### src/rtl/pld_mc_pkg.sv
package pld_mc_pkg;

  typedef enum logic [2:0] {
    MC_REG,
    MC_COM_OUT,
    MC_COM_IO,
    MC_COM_IO_R,
    MC_IN,
    MC_RSVD
  } mc_mode_e;

  typedef enum logic [1:0] {
    CK_STD,
    CK_END,
    CK_MID
  } cell_kind_e;

  function automatic cell_kind_e cell_kind(input int idx, input int cnt);
    if (idx == 0 || idx == cnt - 1)
      return CK_END;
    if (idx == cnt / 2 - 1 || idx == cnt / 2)
      return CK_MID;
    return CK_STD;
  endfunction

endpackage

### src/rtl/mc_mode_dec.sv
module mc_mode_dec
  import pld_mc_pkg::*;
(
  input  logic     arch_a_i,
  input  logic     arch_b_i,
  input  logic     cell_io_i,
  output mc_mode_e mode_o
);

  always_comb begin
    unique case ({arch_a_i, arch_b_i, cell_io_i})
      3'b010:  mode_o = MC_REG;
      3'b100:  mode_o = MC_COM_OUT;
      3'b111:  mode_o = MC_COM_IO;
      3'b011:  mode_o = MC_COM_IO_R;
      3'b101:  mode_o = MC_IN;
      default: mode_o = MC_RSVD;
    endcase
  end

endmodule

### src/rtl/mc_sum.sv
module mc_sum
  import pld_mc_pkg::*;
#(
  parameter int PT_NUM = 8
) (
  input  logic [PT_NUM-1:0] pt_i,
  input  mc_mode_e          mode_i,
  input  logic              pol_hi_i,
  output logic              d_o
);

  localparam int LAST = PT_NUM - 1;

  logic io_mode;
  logic sum;

  assign io_mode = (mode_i == MC_COM_IO) || (mode_i == MC_COM_IO_R);

  // top term is withheld from the OR in the I/O modes (it drives the enable)
  always_comb begin
    sum = 1'b0;
    for (int i = 0; i < LAST; i++)
      sum = sum | pt_i[i];
    sum = sum | (pt_i[LAST] & ~io_mode);
  end

  assign d_o = pol_hi_i ? sum : ~sum;

endmodule

### src/rtl/mc_fb_mux.sv
module mc_fb_mux
  import pld_mc_pkg::*;
#(
  parameter cell_kind_e KIND = CK_STD
) (
  input  mc_mode_e mode_i,
  input  logic     arch_a_i,
  input  logic     arch_b_i,
  input  logic     q_i,
  input  logic     pad_i,
  input  logic     adj_i,
  input  logic     ded_i,
  output logic     fb_o
);

  logic own;

  assign own = (mode_i == MC_REG) ? q_i : pad_i;

  always_comb begin
    fb_o = 1'b0;
    if (mode_i != MC_RSVD) begin
      if (KIND == CK_END) begin
        // end cells: bit A steers between the free dedicated pin and the own path
        fb_o = arch_a_i ? ded_i : own;
      end else if (arch_b_i) begin
        fb_o = own;
      end else if (KIND == CK_MID && mode_i == MC_COM_OUT) begin
        fb_o = 1'b0;
      end else begin
        fb_o = adj_i;
      end
    end
  end

endmodule

### src/rtl/pld_macrocell.sv
module pld_macrocell
  import pld_mc_pkg::*;
#(
  parameter int PT_NUM   = 8,
  parameter int CELL_CNT = 8,
  parameter int CELL_IDX = 0
) (
  input  logic              clk_i,
  input  logic              rst_ni,
  input  logic [PT_NUM-1:0] pt_i,
  input  logic              arch_a_i,
  input  logic              arch_b_i,
  input  logic              cell_io_i,
  input  logic              pol_hi_i,
  input  logic              oe_ni,
  input  logic              pin_ext_i,
  input  logic              adj_pin_i,
  input  logic              ded_pin_i,
  output logic              pin_o,
  output logic              pin_oe_o,
  output logic              fb_o
);

  localparam cell_kind_e KIND = cell_kind(CELL_IDX, CELL_CNT);

  mc_mode_e mode;
  logic     d;
  logic     q_q;
  logic     val;
  logic     pad;

  mc_mode_dec u_dec (
    .arch_a_i  (arch_a_i),
    .arch_b_i  (arch_b_i),
    .cell_io_i (cell_io_i),
    .mode_o    (mode)
  );

  mc_sum #(.PT_NUM(PT_NUM)) u_sum (
    .pt_i     (pt_i),
    .mode_i   (mode),
    .pol_hi_i (pol_hi_i),
    .d_o      (d)
  );

  always_ff @(posedge clk_i or negedge rst_ni) begin
    if (!rst_ni) q_q <= 1'b0;
    else         q_q <= d;
  end

  always_comb begin
    unique case (mode)
      MC_REG:                pin_oe_o = ~oe_ni;
      MC_COM_OUT:            pin_oe_o = 1'b1;
      MC_COM_IO, MC_COM_IO_R: pin_oe_o = pt_i[PT_NUM-1];
      default:               pin_oe_o = 1'b0;
    endcase
  end

  assign val   = (mode == MC_REG) ? q_q : d;
  assign pin_o = pin_oe_o & val;
  assign pad   = pin_oe_o ? pin_o : pin_ext_i;

  mc_fb_mux #(.KIND(KIND)) u_fb (
    .mode_i   (mode),
    .arch_a_i (arch_a_i),
    .arch_b_i (arch_b_i),
    .q_i      (q_q),
    .pad_i    (pad),
    .adj_i    (adj_pin_i),
    .ded_i    (ded_pin_i),
    .fb_o     (fb_o)
  );

  AST_REG_CAPTURE: assert property (@(posedge clk_i) disable iff (!rst_ni)
    $past(rst_ni) |-> (q_q == $past(d)));

  AST_REG_OE: assert property (@(posedge clk_i) disable iff (!rst_ni)
    (mode == MC_REG) |-> (pin_oe_o == !oe_ni && fb_o == q_q));

  AST_PT_ENABLE: assert property (@(posedge clk_i) disable iff (!rst_ni)
    (mode == MC_COM_IO || mode == MC_COM_IO_R) |-> (pin_oe_o == pt_i[PT_NUM-1]));

  AST_INPUT_OFF: assert property (@(posedge clk_i) disable iff (!rst_ni)
    (mode == MC_IN) |-> !pin_oe_o);

  AST_RSVD_QUIET: assert property (@(posedge clk_i) disable iff (!rst_ni)
    (mode == MC_RSVD) |-> (!pin_oe_o && !fb_o));

  AST_OFF_LOW: assert property (@(posedge clk_i) disable iff (!rst_ni)
    !pin_oe_o |-> !pin_o);

  generate
    if (KIND == CK_MID) begin : g_mid_chk
      AST_MID_NO_FB: assert property (@(posedge clk_i) disable iff (!rst_ni)
        (mode == MC_COM_OUT) |-> !fb_o);
    end
  endgenerate

endmodule

### config.mk
export PLATFORM = sky130hd
export DESIGN_NAME = pld_macrocell
export DESIGN_NICKNAME = d
export VERILOG_FILES = /design/src/rtl/pld_mc_pkg.sv /design/src/rtl/mc_mode_dec.sv /design/src/rtl/mc_sum.sv /design/src/rtl/mc_fb_mux.sv /design/src/rtl/pld_macrocell.sv
export SDC_FILE = /design/constraint.sdc
export NUM_CORES = 1
export LEC_CHECK = 0
export ABC_AREA = 1
export BUFFER_PORTS_ARGS = -buffer_cell sky130_fd_sc_hd__buf_2
export CAP_MARGIN = 15
export CORE_AREA = 2 2 39 41
export CTS_BUF_LIST = sky130_fd_sc_hd__clkbuf_4 sky130_fd_sc_hd__clkbuf_8
export DETAILED_ROUTE_END_ITERATION = 8
export DIE_AREA = 0 0 41 43
export HOLD_SLACK_MARGIN = 0.03
export PLACE_DENSITY = 0.49
export SLEW_MARGIN = 20
export SYNTH_ARGS = -nofsm -noshare
export SYNTH_HDL_FRONTEND = slang
export SYNTH_SLANG_ARGS = --single-unit
export TNS_END_PERCENT = 5
### constraint.sdc
create_clock -name clk_i -period 0.9 [get_ports clk_i]
set_input_delay 0.135 -clock clk_i [delete_from_list [all_inputs] [get_ports clk_i]]
set_output_delay 0.135 -clock clk_i [all_outputs]
set_load 0.03 [all_outputs]
==> summary.md, run 1 <==
The flow ran to the end, but the final reports show violations. The final reports fail on setup timing. For the via count of the first global-routing pass, the log shows 292. The first-pass GRT wire length is 1.05 mm. Setup violations remaining at the end of the flow were counted as 3.

Registers take 25.0 µm². The top-area cell type share of the netlist area came out at 0.229. Sorting the synthesized cells by how often they occur yields sky130_fd_sc_hd__nand2_1, sky130_fd_sc_hd__inv_1, sky130_fd_sc_hd__nor2_1, sky130_fd_sc_hd__nand3_1, sky130_fd_sc_hd__nor2_2.

The largest registers in the layout are q_q: 1 flops. Dividing the detail-routed via count by the number of cells gives 3.92. At the pin with the least slew margin, the transition time is 0.315 ns. The number of buffers and inverters on the critical path is 3. In the final timing run, aggregate negative setup slack is -0.653 ns. Synthesis produced 43 cells. The final critical-path share of the clock period came out at 1.37.

The cell type contributing the most total cell area after synthesis was sky130_fd_sc_hd__nand2_1. The min-delay analysis places its worst path in the category input port to flip-flop. The number of different library cells used by synthesis comes to 11.

Register name with the most flops: q_q. In this run the mean area of a mapped cell was 4.95 µm². During synthesis, Yosys emitted a total of 0 warnings. The clock input transition at the sequential cells of the worst setup and hold paths was 0 ns. The tools report the initial antenna violation count as 0.

The tools report the leftover overflow at the end of global routing as 0. The die covers 1760 µm². The number of flip-flops in the largest register works out to 1.

The die height was 43 µm; the number of rows created at floorplan was 14. For this block, the routed nets add up to 599 µm of wire. The final layout contains 90 nets. The minimum setup slack in the final design was -0.334 ns; the peak ir drop on the vdd network was 0.181 mV. Async set or reset register ratio after synthesis: 1.00. The sequential area share after synthesis is 0.118, and the number of antenna repair diodes is 0.

Slowest cell on the critical path: sky130_fd_sc_hd__nor2_2. The final cell utilization of the core was 0.354; the count of final max-slew check failures was 0. Source of the worst hold timing path: pol_hi_i. The total area inside the core boundary comes to 1380 µm².

The max-cap violation count is 0, and the pin count of the biggest net entering global routing is 6. The logs give -0.474 ns for the worst setup timing slack at the placement stage and 61 for the post-synthesis net count. By startpoint and endpoint, the worst setup path is classified as input port to output pin. The detail route stage leaves a number of antenna-violating nets equal to 0. The first routing iteration left 0 violations. The congestion estimate from routability-driven global placement came to 0.681. Count of port buffers added during placement: 19. The leading cell type by number of instances after synthesis is sky130_fd_sc_hd__nand2_1. Setup repair after global routing could not meet its margin everywhere. Yosys mapped a number of flops with a built-in enable equal to 0. Summing every instance area after synthesis gives 213 µm².

The run gives 1 as the number of detailed-routing iterations run before antenna repair. The post-layout minimum cycle time works out to 1.23 ns. After filler insertion, the fill cell instance count of the layout stands at 151. Sorting the synthesized cells by area gives the leading types as sky130_fd_sc_hd__nand2_1, sky130_fd_sc_hd__inv_1, sky130_fd_sc_hd__nor2_1, sky130_fd_sc_hd__dfrtp_1, sky130_fd_sc_hd__nand3_1.

The dominant register cell in the synthesized netlist was sky130_fd_sc_hd__dfrtp_1. The worst setup path is captured at an output pin. Total power for the finished layout comes to 271 µW. The logs give 527 µm for the detailed placer's ending HPWL and 0.000270 µW for the static leakage power. The kind of cell with the highest combined delay along the critical path is simple AND/OR/NAND/NOR gates. The peak per-stage delay on the critical path works out to 0.16 ns. The fmax was 810 MHz. The boundary pin count was 21. The worst slew margin relative to its limit is 0.788, and the largest driver fanout on the critical path is 5. At the worst endpoint, the arrival time is 1.10 ns.

Walking the worst path, the cells encountered are buf_4 -> nand3b_1 -> nand2_1 -> nor2_2 -> nand2_1 -> nand2_1 -> inv_1 -> nand2_1 -> nand2_2 -> a21oi_4 -> buf_6. STA classifies the critical path startpoint as an input port. The total DRC errors in the routed layout is 0. The total of flip-flops plus latches after synthesis was 1; the number of vias in the routed layout was 337. Growth of design area from synthesis to finish: 130%. The number of hold violations in the final report is 0.

For the data required time at the worst endpoint, the log shows 0.76 ns. The chip width is 41 µm, and the average wire per cell in the routed design is 6.97 µm. Counting stages on the worst path, the most repeated cell is sky130_fd_sc_hd__nand2_1. In this run the worst setup path begins at arch_b_i.

In this run the power density over the cells is 553 nW/µm². The initial cell density of the core was 0.154; the overall global routing resource usage was 0.0770. The area of the multi-input gates was 186 µm²; the fraction of layout instances using a drive strength above 1 was 0.543.
[worst min-delay path, stage by stage]
cell and delay [ns]:
sky130_fd_sc_hd__buf_2 0.09, sky130_fd_sc_hd__nand2_1 0.06, sky130_fd_sc_hd__nand2_1 0.05
[cell usage in the layout, fill, tap and decap left out, drive strengths merged, types with 5 or more instances in the layout]
master,n
buf,26
nor2,9
inv,10
nand2,13
nand3,5
[layer usage]
layer / wire (µm) / vias up / track usage
met3: 26 / 0 / 0
met4: 0 / 0 / 0
met1: 241 / 143 / 0.105
met5: 0 / - / 0
met2: 332 / 8 / 0.138
li1: - / 186 / -
[cell families (layout without fill, tap and decap cells)]
kind of cell / count (synthesis) / after routing / synth area share
buffers and inverters: 11 / 38 / 0.194
and+or+nand+nor: 28 / 28 / 0.588
AOI/OAI and AO/OA: 3 / 3 / 0.100
DFF: 1 / 1 / 0.118
[area by class of cell]
type	count	share of cell area
Sequential cell	1	0.0512
Multi-Input combinational cell	31	0.381
Tap cell	16	0.0409
Timing Repair Buffer	27	0.435
Inverter	11	0.0921
[power breakdown]
| part | switching [µW] | internal (µW) | total (µW) | leakage (µW) |
|---|---|---|---|---|
| registers | 0.739 | 48.2 | 48.9 | 0.0000117 |
| logic | 105 | 117 | 222 | 0.000259 |
| clock network | 0 | 0 | 0 | 0 |
| total | 106 | 165 | 271 | 0.000270 |
[through the flow]
| step | hold WS, ns | area (µm²) | instances |
|---|---|---|---|
| 2_1_floorplan | -0.161 | 231 | 43 |
| 3_3_place_gp | -0.0877 | 392 | 84 |
| 3_5_place_dp | -0.0899 | 392 | 84 |
| 4_1_cts | 0.378 | 452 | 86 |
| 5_1_grt | 0.423 | 489 | 86 |
| 6_report | 0.375 | 489 | 86 |
[repair_timing]
| item | in CTS | in global routing |
|---|---|---|
| resized for setup | 14 | 11 |
| pin swaps | 13 | 9 |
| cloned | 0 | 0 |
| endpoints found under the hold margin | 1 | 0 |
| buffers inserted | 1 | 0 |
| setup endpoints to repair | 3 | 3 |
| hold buffers | 1 | 0 |
[worst paths after layout]
path                       slack, ns   end  cells past startpoint
min in group asynchronous       0.45   q_q                      2
max in group asynchronous       0.37   q_q                      2
min                             0.38   q_q                      3
max                            -0.33  fb_o                     11
No activity file was read; power rests on OpenSTA's default activity.
==> run 2, diff against run 1 <==
- CAP_MARGIN: 15 -> 20
- SKIP_LAST_GASP: default -> 1
==> run 2 against run 1 <==
Net effect: the flow still finishes with violations (setup timing); global-route usage did not move; largest cell class is now multi-input combinational cells; die area is the same; via count is 2.1% lower; worst setup slack worse by 0.029 ns; highest routed layer unchanged.
==> summary.md, run 2 (synthesis gave the netlist of run 1 again) <==
The power per standard cell area works out to 548 nW/µm² (-0.87%). The relative contribution of sequential cells to total power was 0.195 (+0.014); the count of port buffers added during placement was 19 (unchanged). For the internal cell power, the log shows 148 µW (-10%).

The tools report the kind of end point of the critical path as an output pin. The run gives 292 (unchanged) as the via count of the first global-routing pass. The tools report the initial antenna violation count as 0 (unchanged). The number of filler cells placed in the layout came out at 155 (+2.6%). The logs give 603 µm (+0.67%) for the aggregate routed wire length and 0.174 mV (-3.7%) for the peak ir drop on the vdd network. Fmax: 792 MHz (-2.3%). For the number of nets in the layout, the log shows 90 (unchanged). The logs give 1.05 mm (unchanged) for the first-pass GRT wire length and 14 (unchanged) for the number of rows created at floorplan. The run gives 251 µW (-7.2%) as the overall power.

The combinational power share is 0.805 (-0.014), and the weighted congestion reported at the end of routability-driven placement is 0.681 (unchanged). The library cell used most frequently in the layout, excluding fill and tap cells, is sky130_fd_sc_hd__buf_2. The average wire per cell in the routed design came out at 7.01 µm (+0.67%). The chip width was 41 µm (unchanged). The number of antenna repair diodes was 0 (unchanged); the minimum setup slack in the final design was -0.363 ns (-0.0285 ns).

Amount of wire on met2 after detailed routing: 324 µm (-2.4%). The power share of the clock group came out at 0 (unchanged). The number of vias in the routed layout was 330 (-2.1%). The detailed placer's ending HPWL came out at 527 µm (unchanged). The logs give 86 (unchanged) for the filler-free cell count of the finished design and 28 µm (+7.7%) for the total length of routed met3 wires.

The run gives 0.0770 (unchanged) as the overall global routing resource usage. The switching component of the power is 103 µW (-2.6%), and the pin count of the biggest net entering global routing is 6 (unchanged). The tools report the initial cell density of the core as 0.154 (unchanged). The static leakage power came out at 0.000265 µW (-1.9%). The growth of design area from synthesis to finish was 115%; the number of detailed-routing iterations run before antenna repair was 1 (unchanged).

The post-layout minimum cycle time works out to 1.26 ns (+0.0285 ns). The logs give 0 (unchanged) for the count of routing violations after the opening detailed-route iteration and 21 (unchanged) for the boundary pin count. Fraction of layout instances using a drive strength above 1: 0.514 (-0.0286).

The clock input transition at the sequential cells of the worst setup and hold paths is 0 ns (unchanged), and the data required time at the worst endpoint is 0.76 ns (about the same). The largest driver fanout on the critical path came out at 5 (unchanged). The run gives 250 µm (+3.7%) as the met1 wire length. The post-route antenna net violation count is 0 (unchanged). The leftover overflow at the end of global routing came out at 0 (unchanged). The startpoint-to-endpoint class of the critical path is input port to output pin.

The tools report the count of placed standard cells including taps as 84 (unchanged). Setup repair after global routing could not meet its margin everywhere. Register name with the most flops: q_q.

The worst slew margin relative to its limit was 0.788 (about the same). The checks that failed: setup timing. The number of flip-flops in the largest register works out to 1 (unchanged). The largest registers in the layout are q_q: 1 flops. The max-cap violation count is 0 (unchanged). The type of origin of the critical path is an input port. The post-route setup TNS is -0.811 ns (-0.157 ns), and the worst-margin pin slew is 0.315 ns (+0.000000119 ns). The flow ran to the end, but the final reports show violations. Routed via count divided by cell count: 3.84 (-2.1%). Highest routing layer actually used: met3.

The top cell types in the final layout, fill and taps aside, are sky130_fd_sc_hd__buf_2, sky130_fd_sc_hd__nand2_1, sky130_fd_sc_hd__inv_1. The die height was 43 µm (unchanged); the count of final max-slew check failures was 0 (unchanged). The run gives 0 (unchanged) as the number of hold violations in the final report.

The switching part of the total was 0.410 (+0.0195); the final critical-path share of the clock period was 1.40 (+0.0317). The placeable core region is 1380 µm² (unchanged). The total DRC errors in the routed layout is 0 (unchanged), and the full die area is 1760 µm² (unchanged). The worst hold path class is input port to flip-flop.

The tools report the arrival time reported for the critical path endpoint as 1.13 ns (+0.03 ns). The run gives 3 (unchanged) as the final setup violation count.
run 2: cell types whose count changed in the layout (fill, tap and decap cells not counted):
cell                       delta
sky130_fd_sc_hd__buf_6        -5
sky130_fd_sc_hd__buf_2        +5
sky130_fd_sc_hd__clkbuf_4     +1
sky130_fd_sc_hd__buf_4        -1
sky130_fd_sc_hd__inv_1        +2
sky130_fd_sc_hd__inv_2        -2
run 2: repair_timing:
item | CTS | global route
endpoints found under the setup margin | 3 | 3
buffers inserted | 1 | 0
hold buffers | 1 | 0
pin swaps | 13 | 9
hold endpoints to repair | 1 | 0
resized for setup | 8 | 6
run 2: power by group through the flow:
stage | clock network (µW) | logic, µW | registers (µW)
CTS | 0 | 194 | 49.1
global placement | 0 | 169 | 49.2
finish | 0 | 202 | 48.9
detailed placement | 0 | 171 | 49.1
global route | 0 | 225 | 49.3
floorplan | 0 | 90.7 | 48.6
run 2: path summary, 6_finish.rpt:
check                          from    to  depth (start not counted)
max                        arch_b_i  fb_o                         11
min                        pol_hi_i   q_q                          3
max in group asynchronous    rst_ni   q_q                          2
min in group asynchronous    rst_ni   q_q                          2
run 2: final cells by class:
| class | instances | area (µm²) | share of cell area |
|---|---|---|---|
| Inverter | 11 | 45.0 | 0.0984 |
| Multi-Input combinational cell | 31 | 186 | 0.407 |
| Tap cell | 16 | 20.0 | 0.0437 |
| Sequential cell | 1 | 25.0 | 0.0546 |
| Timing Repair Buffer | 27 | 181 | 0.396 |
run 2: metrics by stage:
step	setup slack, ns	cell area (µm²)	hold slack (ns)	util
floorplan	-0.246	231	-0.161	-
CTS	-0.383	435	0.378	0.315
finish	-0.363	458	0.375	0.331
global placement	-0.459	392	-0.0877	0.283
global route	-0.459	458	0.423	0.331
detailed placement	-0.474	392	-0.0899	0.283
run 2: routing by layer:
layer / up-vias / track usage
met5: - / 0
met4: 0 / 0
li1: 186 / -
met1: 136 / 0.105
met2: 8 / 0.138
met3: 0 / 0
run 2: worst max-delay path, stage by stage:
cell and delay [ns]:
sky130_fd_sc_hd__clkbuf_4 0.14, sky130_fd_sc_hd__nand3b_1 0.10, sky130_fd_sc_hd__nand2_1 0.06, sky130_fd_sc_hd__nor2_2 0.16, sky130_fd_sc_hd__nand2_1 0.07, sky130_fd_sc_hd__nand2_1 0.05
sky130_fd_sc_hd__inv_1 0.03, sky130_fd_sc_hd__nand2_1 0.06, sky130_fd_sc_hd__nand2_2 0.06, sky130_fd_sc_hd__a21oi_4 0.11, sky130_fd_sc_hd__buf_6 0.14
